[src/rtl/bridge_csr_pkg.sv]
package bridge_csr_pkg;

  localparam int CSR_DW      = 32;
  localparam int CSR_WORDS   = 28;
  localparam int IDX_GENCFG  = 1;
  localparam int IDX_EN_SET  = 12;
  localparam int IDX_EN_CLR  = 13;
  localparam int IDX_EN      = 14;
  localparam int IDX_STATUS  = 15;
  localparam int RST_REQ_BIT = 2;

  typedef enum logic [2:0] {
    KIND_RW,
    KIND_SET,
    KIND_CLR,
    KIND_EN,
    KIND_STAT
  } word_kind_e;

  function automatic word_kind_e word_kind(input int idx);
    case (idx)
      IDX_EN_SET: return KIND_SET;
      IDX_EN_CLR: return KIND_CLR;
      IDX_EN:     return KIND_EN;
      IDX_STATUS: return KIND_STAT;
      default:    return KIND_RW;
    endcase
  endfunction

  function automatic logic [CSR_DW-1:0] word_init(input int idx);
    case (idx)
      0:       return 32'h0000_0C40;
      1:       return 32'h0000_1384;
      2:       return 32'h2BFF_8010;
      3:       return 32'h255E_0091;
      4:       return 32'h0000_6140;
      7:       return 32'h0000_01FF;
      8:       return 32'h0000_01FF;
      26:      return 32'h0000_0008;
      27:      return 32'h1000_0000;
      default: return '0;
    endcase
  endfunction

endpackage

[src/rtl/csr_decode.sv]
module csr_decode #(
  parameter int ADDR_W    = 8,
  parameter int NUM_WORDS = 28,
  localparam int IDX_W    = ADDR_W - 2
) (
  input  logic              wr_en_i,
  input  logic [ADDR_W-1:0] addr_i,
  output logic [IDX_W-1:0]  idx_o,
  output logic [NUM_WORDS-1:0] word_wr_o
);
  import bridge_csr_pkg::*;

  logic unused_low;
  assign unused_low = ^addr_i[1:0];
  assign idx_o = addr_i[ADDR_W-1:2];

  for (genvar i = 0; i < NUM_WORDS; i++) begin : g_strobe
    localparam word_kind_e KIND = word_kind(i);
    if (KIND == KIND_EN || KIND == KIND_STAT) begin : g_ro
      assign word_wr_o[i] = 1'b0;
    end else begin : g_wr
      assign word_wr_o[i] = wr_en_i && (idx_o == IDX_W'(i));
    end
  end

endmodule

[src/rtl/csr_irq_enable.sv]
module csr_irq_enable #(
  parameter int DATA_W = 32
) (
  input  logic              clk_i,
  input  logic              rst_ni,
  input  logic              set_i,
  input  logic              clr_i,
  input  logic [DATA_W-1:0] wdata_i,
  output logic [DATA_W-1:0] en_o
);

  logic [DATA_W-1:0] en_q;

  always_ff @(posedge clk_i or negedge rst_ni) begin
    if (!rst_ni) begin
      en_q <= '0;
    end else if (set_i) begin
      en_q <= en_q | wdata_i;
    end else if (clr_i) begin
      en_q <= en_q & ~wdata_i;
    end
  end

  assign en_o = en_q;

endmodule

[src/rtl/csr_reset_pulse.sv]
module csr_reset_pulse (
  input  logic clk_i,
  input  logic rst_ni,
  input  logic gen_wr_i,
  input  logic new_bit_i,
  input  logic old_bit_i,
  output logic req_o
);

  logic req_q;

  // rising edge of the stored bit, caused by this write
  always_ff @(posedge clk_i or negedge rst_ni) begin
    if (!rst_ni) req_q <= 1'b0;
    else         req_q <= gen_wr_i && new_bit_i && !old_bit_i;
  end

  assign req_o = req_q;

endmodule

[src/rtl/csr_word_bank.sv]
module csr_word_bank #(
  parameter int DATA_W    = 32,
  parameter int NUM_WORDS = 28
) (
  input  logic                 clk_i,
  input  logic                 rst_ni,
  input  logic [NUM_WORDS-1:0] word_wr_i,
  input  logic [DATA_W-1:0]    wdata_i,
  output logic [DATA_W-1:0]    words_o [NUM_WORDS]
);
  import bridge_csr_pkg::*;

  for (genvar i = 0; i < NUM_WORDS; i++) begin : g_word
    localparam word_kind_e KIND = word_kind(i);
    if (KIND == KIND_EN) begin : g_en
      csr_irq_enable #(.DATA_W(DATA_W)) i_en (
        .clk_i   (clk_i),
        .rst_ni  (rst_ni),
        .set_i   (word_wr_i[IDX_EN_SET]),
        .clr_i   (word_wr_i[IDX_EN_CLR]),
        .wdata_i (wdata_i),
        .en_o    (words_o[i])
      );
    end else if (KIND == KIND_STAT) begin : g_stat
      assign words_o[i] = '0;
    end else begin : g_store
      logic [DATA_W-1:0] q;
      always_ff @(posedge clk_i or negedge rst_ni) begin
        if (!rst_ni)           q <= DATA_W'(word_init(i));
        else if (word_wr_i[i]) q <= wdata_i;
      end
      assign words_o[i] = q;
    end
  end

endmodule

[src/rtl/bridge_csr_bank.sv]
module bridge_csr_bank #(
  parameter int ADDR_W    = 8,
  parameter int DATA_W    = bridge_csr_pkg::CSR_DW,
  parameter int NUM_WORDS = bridge_csr_pkg::CSR_WORDS,
  localparam int IDX_W    = ADDR_W - 2,
  localparam int FLAT_W   = DATA_W * NUM_WORDS
) (
  input  logic              clk_i,
  input  logic              rst_ni,
  input  logic              wr_en_i,
  input  logic              rd_en_i,
  input  logic [ADDR_W-1:0] addr_i,
  input  logic [DATA_W-1:0] wdata_i,
  output logic [DATA_W-1:0] rdata_o,
  output logic [FLAT_W-1:0] regs_o,
  output logic              rst_req_o
);
  import bridge_csr_pkg::*;

  logic [IDX_W-1:0]     idx;
  logic [NUM_WORDS-1:0] word_wr;
  logic [DATA_W-1:0]    words [NUM_WORDS];
  logic [DATA_W-1:0]    rd_sel;
  logic [DATA_W-1:0]    rdata_q;

  csr_decode #(.ADDR_W(ADDR_W), .NUM_WORDS(NUM_WORDS)) i_decode (
    .wr_en_i   (wr_en_i),
    .addr_i    (addr_i),
    .idx_o     (idx),
    .word_wr_o (word_wr)
  );

  csr_word_bank #(.DATA_W(DATA_W), .NUM_WORDS(NUM_WORDS)) i_bank (
    .clk_i     (clk_i),
    .rst_ni    (rst_ni),
    .word_wr_i (word_wr),
    .wdata_i   (wdata_i),
    .words_o   (words)
  );

  csr_reset_pulse i_rst_pulse (
    .clk_i     (clk_i),
    .rst_ni    (rst_ni),
    .gen_wr_i  (word_wr[IDX_GENCFG]),
    .new_bit_i (wdata_i[RST_REQ_BIT]),
    .old_bit_i (words[IDX_GENCFG][RST_REQ_BIT]),
    .req_o     (rst_req_o)
  );

  // unmapped indices match no word and read 0
  always_comb begin
    rd_sel = '0;
    for (int i = 0; i < NUM_WORDS; i++) begin
      if (idx == IDX_W'(i)) rd_sel = words[i];
    end
  end

  always_ff @(posedge clk_i or negedge rst_ni) begin
    if (!rst_ni)      rdata_q <= '0;
    else if (rd_en_i) rdata_q <= rd_sel;
  end

  assign rdata_o = rdata_q;

  for (genvar i = 0; i < NUM_WORDS; i++) begin : g_flat
    assign regs_o[i*DATA_W +: DATA_W] = words[i];
  end

endmodule

[config.mk]
export PLATFORM = sky130hd
export DESIGN_NAME = bridge_csr_bank
export DESIGN_NICKNAME = d
export VERILOG_FILES = /design/src/rtl/bridge_csr_pkg.sv /design/src/rtl/csr_decode.sv /design/src/rtl/csr_irq_enable.sv /design/src/rtl/csr_reset_pulse.sv /design/src/rtl/csr_word_bank.sv /design/src/rtl/bridge_csr_bank.sv
export SDC_FILE = /design/constraint.sdc
export NUM_CORES = 1
export LEC_CHECK = 0
export CAP_MARGIN = 20
export CORE_AREA = 5 5 379 381
export CTS_BUF_LIST = sky130_fd_sc_hd__clkbuf_8
export DETAILED_ROUTE_END_ITERATION = 10
export DIE_AREA = 0 0 384 386
export PLACE_DENSITY_LB_ADDON = 0.12
export SLEW_MARGIN = 20
export SYNTH_ARGS = -nofsm -noshare
export SYNTH_HDL_FRONTEND = slang
export SYNTH_HIERARCHICAL = 1
export SYNTH_SLANG_ARGS = --single-unit
[constraint.sdc]
create_clock -name clk_i -period 2.45 [get_ports clk_i]
set_clock_uncertainty 0.05 [all_clocks]
set_input_delay 0.3675 -clock clk_i [delete_from_list [all_inputs] [get_ports clk_i]]
set_output_delay 0.3675 -clock clk_i [all_outputs]
set_load 0.05 [all_outputs]
# Yosys cells after proc, flatten, opt, wreduce, memory -nomap -nowiden
# Cells that the tools add are included.
# totals
inputBits	44
out_inout_bits	929
regBits	897
elab_cells	120
# classes
bitwise_logic	3
n_eq_ne	27
mux	30
n_reduce_logical	31
# ops
cell	count
$mux 32	30
$eq 6x5->1 const B	12
$eq 6x4->1 const B	8
$and 32x32->32	1
$not 32->32	1
$or 32x32->32	1
$logic_and 1x1->1	28
$eq 6x3->1 const B	4
$eq 6x2->1 const B	2
$eq 6x1->1 const B	1
$logic_not 6->1	1
$reduce_bool 2->1	1
$logic_not 1->1	1

# Longest topological paths before layout
# logic_depth
ltp_word	29
ltp_mapped	12
mapped_depth_nobuf	7

# Cells and area by module
# Netlist, hierarchy kept.
# by_module_without_submodules
mod	cells_each	n_inst	seq_area_each_um2	area_each_um2
csr_word_bank	1865	1	20891.3	32688.9
bridge_csr_bank	1323	1	800.8	9432.8
csr_irq_enable	102	1	800.8	1249.9
csr_decode	52	1	0.0	294.0
csr_reset_pulse	2	1	25.0	33.8

# Worst setup path after synthesis
# Ideal clock, no wire load.
# synth_path
path_kind	in2reg
from	in addr_i[3]
to	reg rdata_q[17], in the netlist rdata_o[17]
stages	10
n_path_buf	5
required_ns	2.276
setup_time_ns	0.124
arrival_time_ns	2.109
slack_ns	0.167
path_cell_list	buf_4 -> buf_4 -> buf_2 -> buf_2 -> buf_2 -> mux4_2 -> a221oi_1 -> o22ai_1 -> a211oi_1 -> nor2_1
# synth_between
elab_chain_cells	29
word_cells_on_any_way	56
classes_between	eq/ne: 27; mux: 28; reduce/logical: 1
# synth_rtl
element	line	source
start, declared	bridge_csr_bank.sv:12	input logic [ADDR_W-1:0] addr_i,
$logic_not 6->1	bridge_csr_bank.sv:54	if (idx == IDX_W'(i)) rd_sel = words[i];
$mux 32 (27 in series)	bridge_csr_bank.sv:54	
$mux 32 (*)	bridge_csr_bank.sv:54	
end signal, assigned	bridge_csr_bank.sv:60	else if (rd_en_i) rdata_q <= rd_sel;
end, declared	bridge_csr_bank.sv:24	logic [DATA_W-1:0] rdata_q;
# Every way passes the cells marked *; elsewhere a longest branch is shown, timed or not.
# A chain may end at the register's enable or synchronous reset.

# Worst setup path after layout
# layout_path
from	in addr_i[5]
to	reg rdata_q[28], in the netlist rdata_o[28]
# Same word-level chain as after synthesis.

==> metrics.cfg <==
[outcome]
status = complete, but fails checks
violations = setup timing

[critical_path]
startpoint_type = input pin
critPathKind = input pin to flop
required_ns = 3.21
arrival_ns = 3.22
cp_max_fo = 11
end_kind = flop

[grt]
grt_pass1_vias = 37100
antenna_found_initial = 21
gr-total-overflow = 0
grt_max_degree = 103
grt_pass1_wl_um = 340000
grt_usage = 0.335

[sta]
hold_violations = 0
setup_violations = 1
fmax_mhz = 406
min_period_ns = 2.47
worst_slew_pin_slew_ns = 1.22
maxSlewHeadroom = 0.183
fin_crit_sh = 1.01
worst_slack_ns = -0.0153
drv_slew = 0
rsz0062_at_grt = no

[clock_network]
cts_inserted_buffers = 169
numClockSinks = 897
worstSkewPairLatency_ns = 0.93
clockBufferDepth = 3
cts_tree = built
ctsHtreeMaxLevel = 4
clock-root-buffer = clkbuf_8
clk_pin_slew_ns = 0.07

[pwr]
power.density_nw_per_um2 = 807
ir_worst_vdd_uv = 474
p_leak_nw = 30.6

[floorplanning]
die_h_um = 386
start_util = 0.312
die_x_um = 384
coreArea_um2 = 140000
ioPinCount = 973
rows = 138
dieArea_um2 = 148000

[layout]
areaGrowthSynthToFinish_pct = 42.4
drive_gt1_frac = 0.425
n_fill_cell = 13500
finalInstanceArea_um2 = 62200
nets = 4801

[yosys]
synth_warnings = 6
synth_area_per_cell_um2 = 13.1
synth_area_um2 = 43700
synthCells = 3341

[flow_run]
maxCapViolCount = 0

[place]
placed_area_um2 = 59300
hpwl_um = 197000
post-place-ws_ns = -1.50
portBuffers = 938
place_congestion = 0.935

[min_path]
min_path_type = input pin to flop

[routing]
final_antenna_net_count = 0
num_vias = 37600
wire_per_inst_um = 37.8
drt-total-wl_um = 257000
drc = 0
vias_per_cell = 5.53
dr.pass1.iters = 7
drt_iter0_markers = 3742

-- layout make-up --
| type | count | area [µm²] | share of cell area |
|---|---|---|---|
| inverters | 7 | 27.5 | 0.000442 |
| repair buffers | 1568 | 14900 | 0.240 |
| flip-flops and latches | 897 | 22500 | 0.362 |
| clock buffers | 212 | 2920 | 0.0469 |
| multi-input cells | 2114 | 19000 | 0.305 |
| well taps | 1890 | 2360 | 0.0380 |
| diodes | 11 | 27.5 | 0.000442 |
| clock inverters | 97 | 480 | 0.00772 |
-- where the power goes --
| group | switching (mW) | leakage (nW) | internal (mW) |
|---|---|---|---|
| clock | 7.09 | 2.01 | 7.89 |
| combinational | 11.4 | 16.9 | 4.63 |
| sequential | 2.28 | 11.7 | 16.9 |
-- path summary, 6_finish.rpt --
kind                                                      from                         endpoint  slack, ns  cells after the start
worst min-delay path                                 addr_i[3]                      rdata_o[15]       0.16                      5
min in group asynchronous                               rst_ni   i_bank/g_word[3].g_store.q[23]       0.33                      3
worst max register to register  i_bank/g_word[13].g_store.q[0]                       rdata_o[0]       0.08                     10
worst min register to register  i_bank/g_word[7].g_store.q[29]   i_bank/g_word[7].g_store.q[29]       0.47                      1
worst max-delay path                                 addr_i[5]                      rdata_o[28]      -0.02                     13
max in group asynchronous                               rst_ni  i_bank/g_word[10].g_store.q[28]       1.01                      3
-- timing repair --
| item | CTS | global route |
|---|---|---|
| hold endpoints to repair | 679 | 0 |
| pin swaps | 1 | 8 |
| resized for setup | 1027 | 37 |
| hold buffers | 3 | 0 |
| endpoints found under the setup margin | 848 | 36 |
| setup buffers | 1 | 8 |
-- registers in the layout, indices dropped and copies added (netlist names), named ones only --
register / flops
i_bank/g_word.g_store.q: 832
i_rst_pulse/req_o: 1
rdata_o: 32
-- metrics by stage --
stage                     utilization  total power, mW  cells  hold slack, ns  setup TNS (ns)
final                           0.444             50.2   6796           0.157         -0.0153
after floorplan                     -             28.6   3372          0.0219               0
after CTS                       0.443             50.3   6778          0.0685               0
after global placement          0.423             36.4   6465           0.327         -408.24
after detailed placement        0.423             36.5   6465           0.334         -393.63
after global routing            0.444             51.7   6789           0.139               0
-- cell usage in the layout (no fill, tap or decap), drive strengths merged, types with 32 or more instances in the layout --
master         count
a21oi            164
a221oi            38
a22o              48
a22oi             73
buf              708
clkbuf           220
clkdlybuf4s15    117
clkdlybuf4s50     34
conb              32
dfrtp            840
dfstp             57
dlygate4sd2      697
inv               84
mux2             866
mux2i             43
nand2            143
nor2             151
o21ai            126
o22ai             64
-- routing by layer --
metal	vias up	global-route usage	part of all wire
li1	15300	-	-
met1	19800	0.437	0.41
met2	2029	0.519	0.45
met3	438	0.108	0.094
met4	4	0.128	0.045
met5	-	0	0.00011
-- critical path, cell delays in order --
cell,delay [ns]
clkdlybuf4s50_1,0.50
buf_12,0.15
buf_12,0.12
buf_4,0.15
nor4b_4,0.06
buf_4,0.16
buf_4,0.18
buf_4,0.20
a21oi_1,0.15
a221oi_1,0.06
a221oi_1,0.70
o31a_1,0.31
o21ai_1,0.09
(Power assumes the default switching activity.)
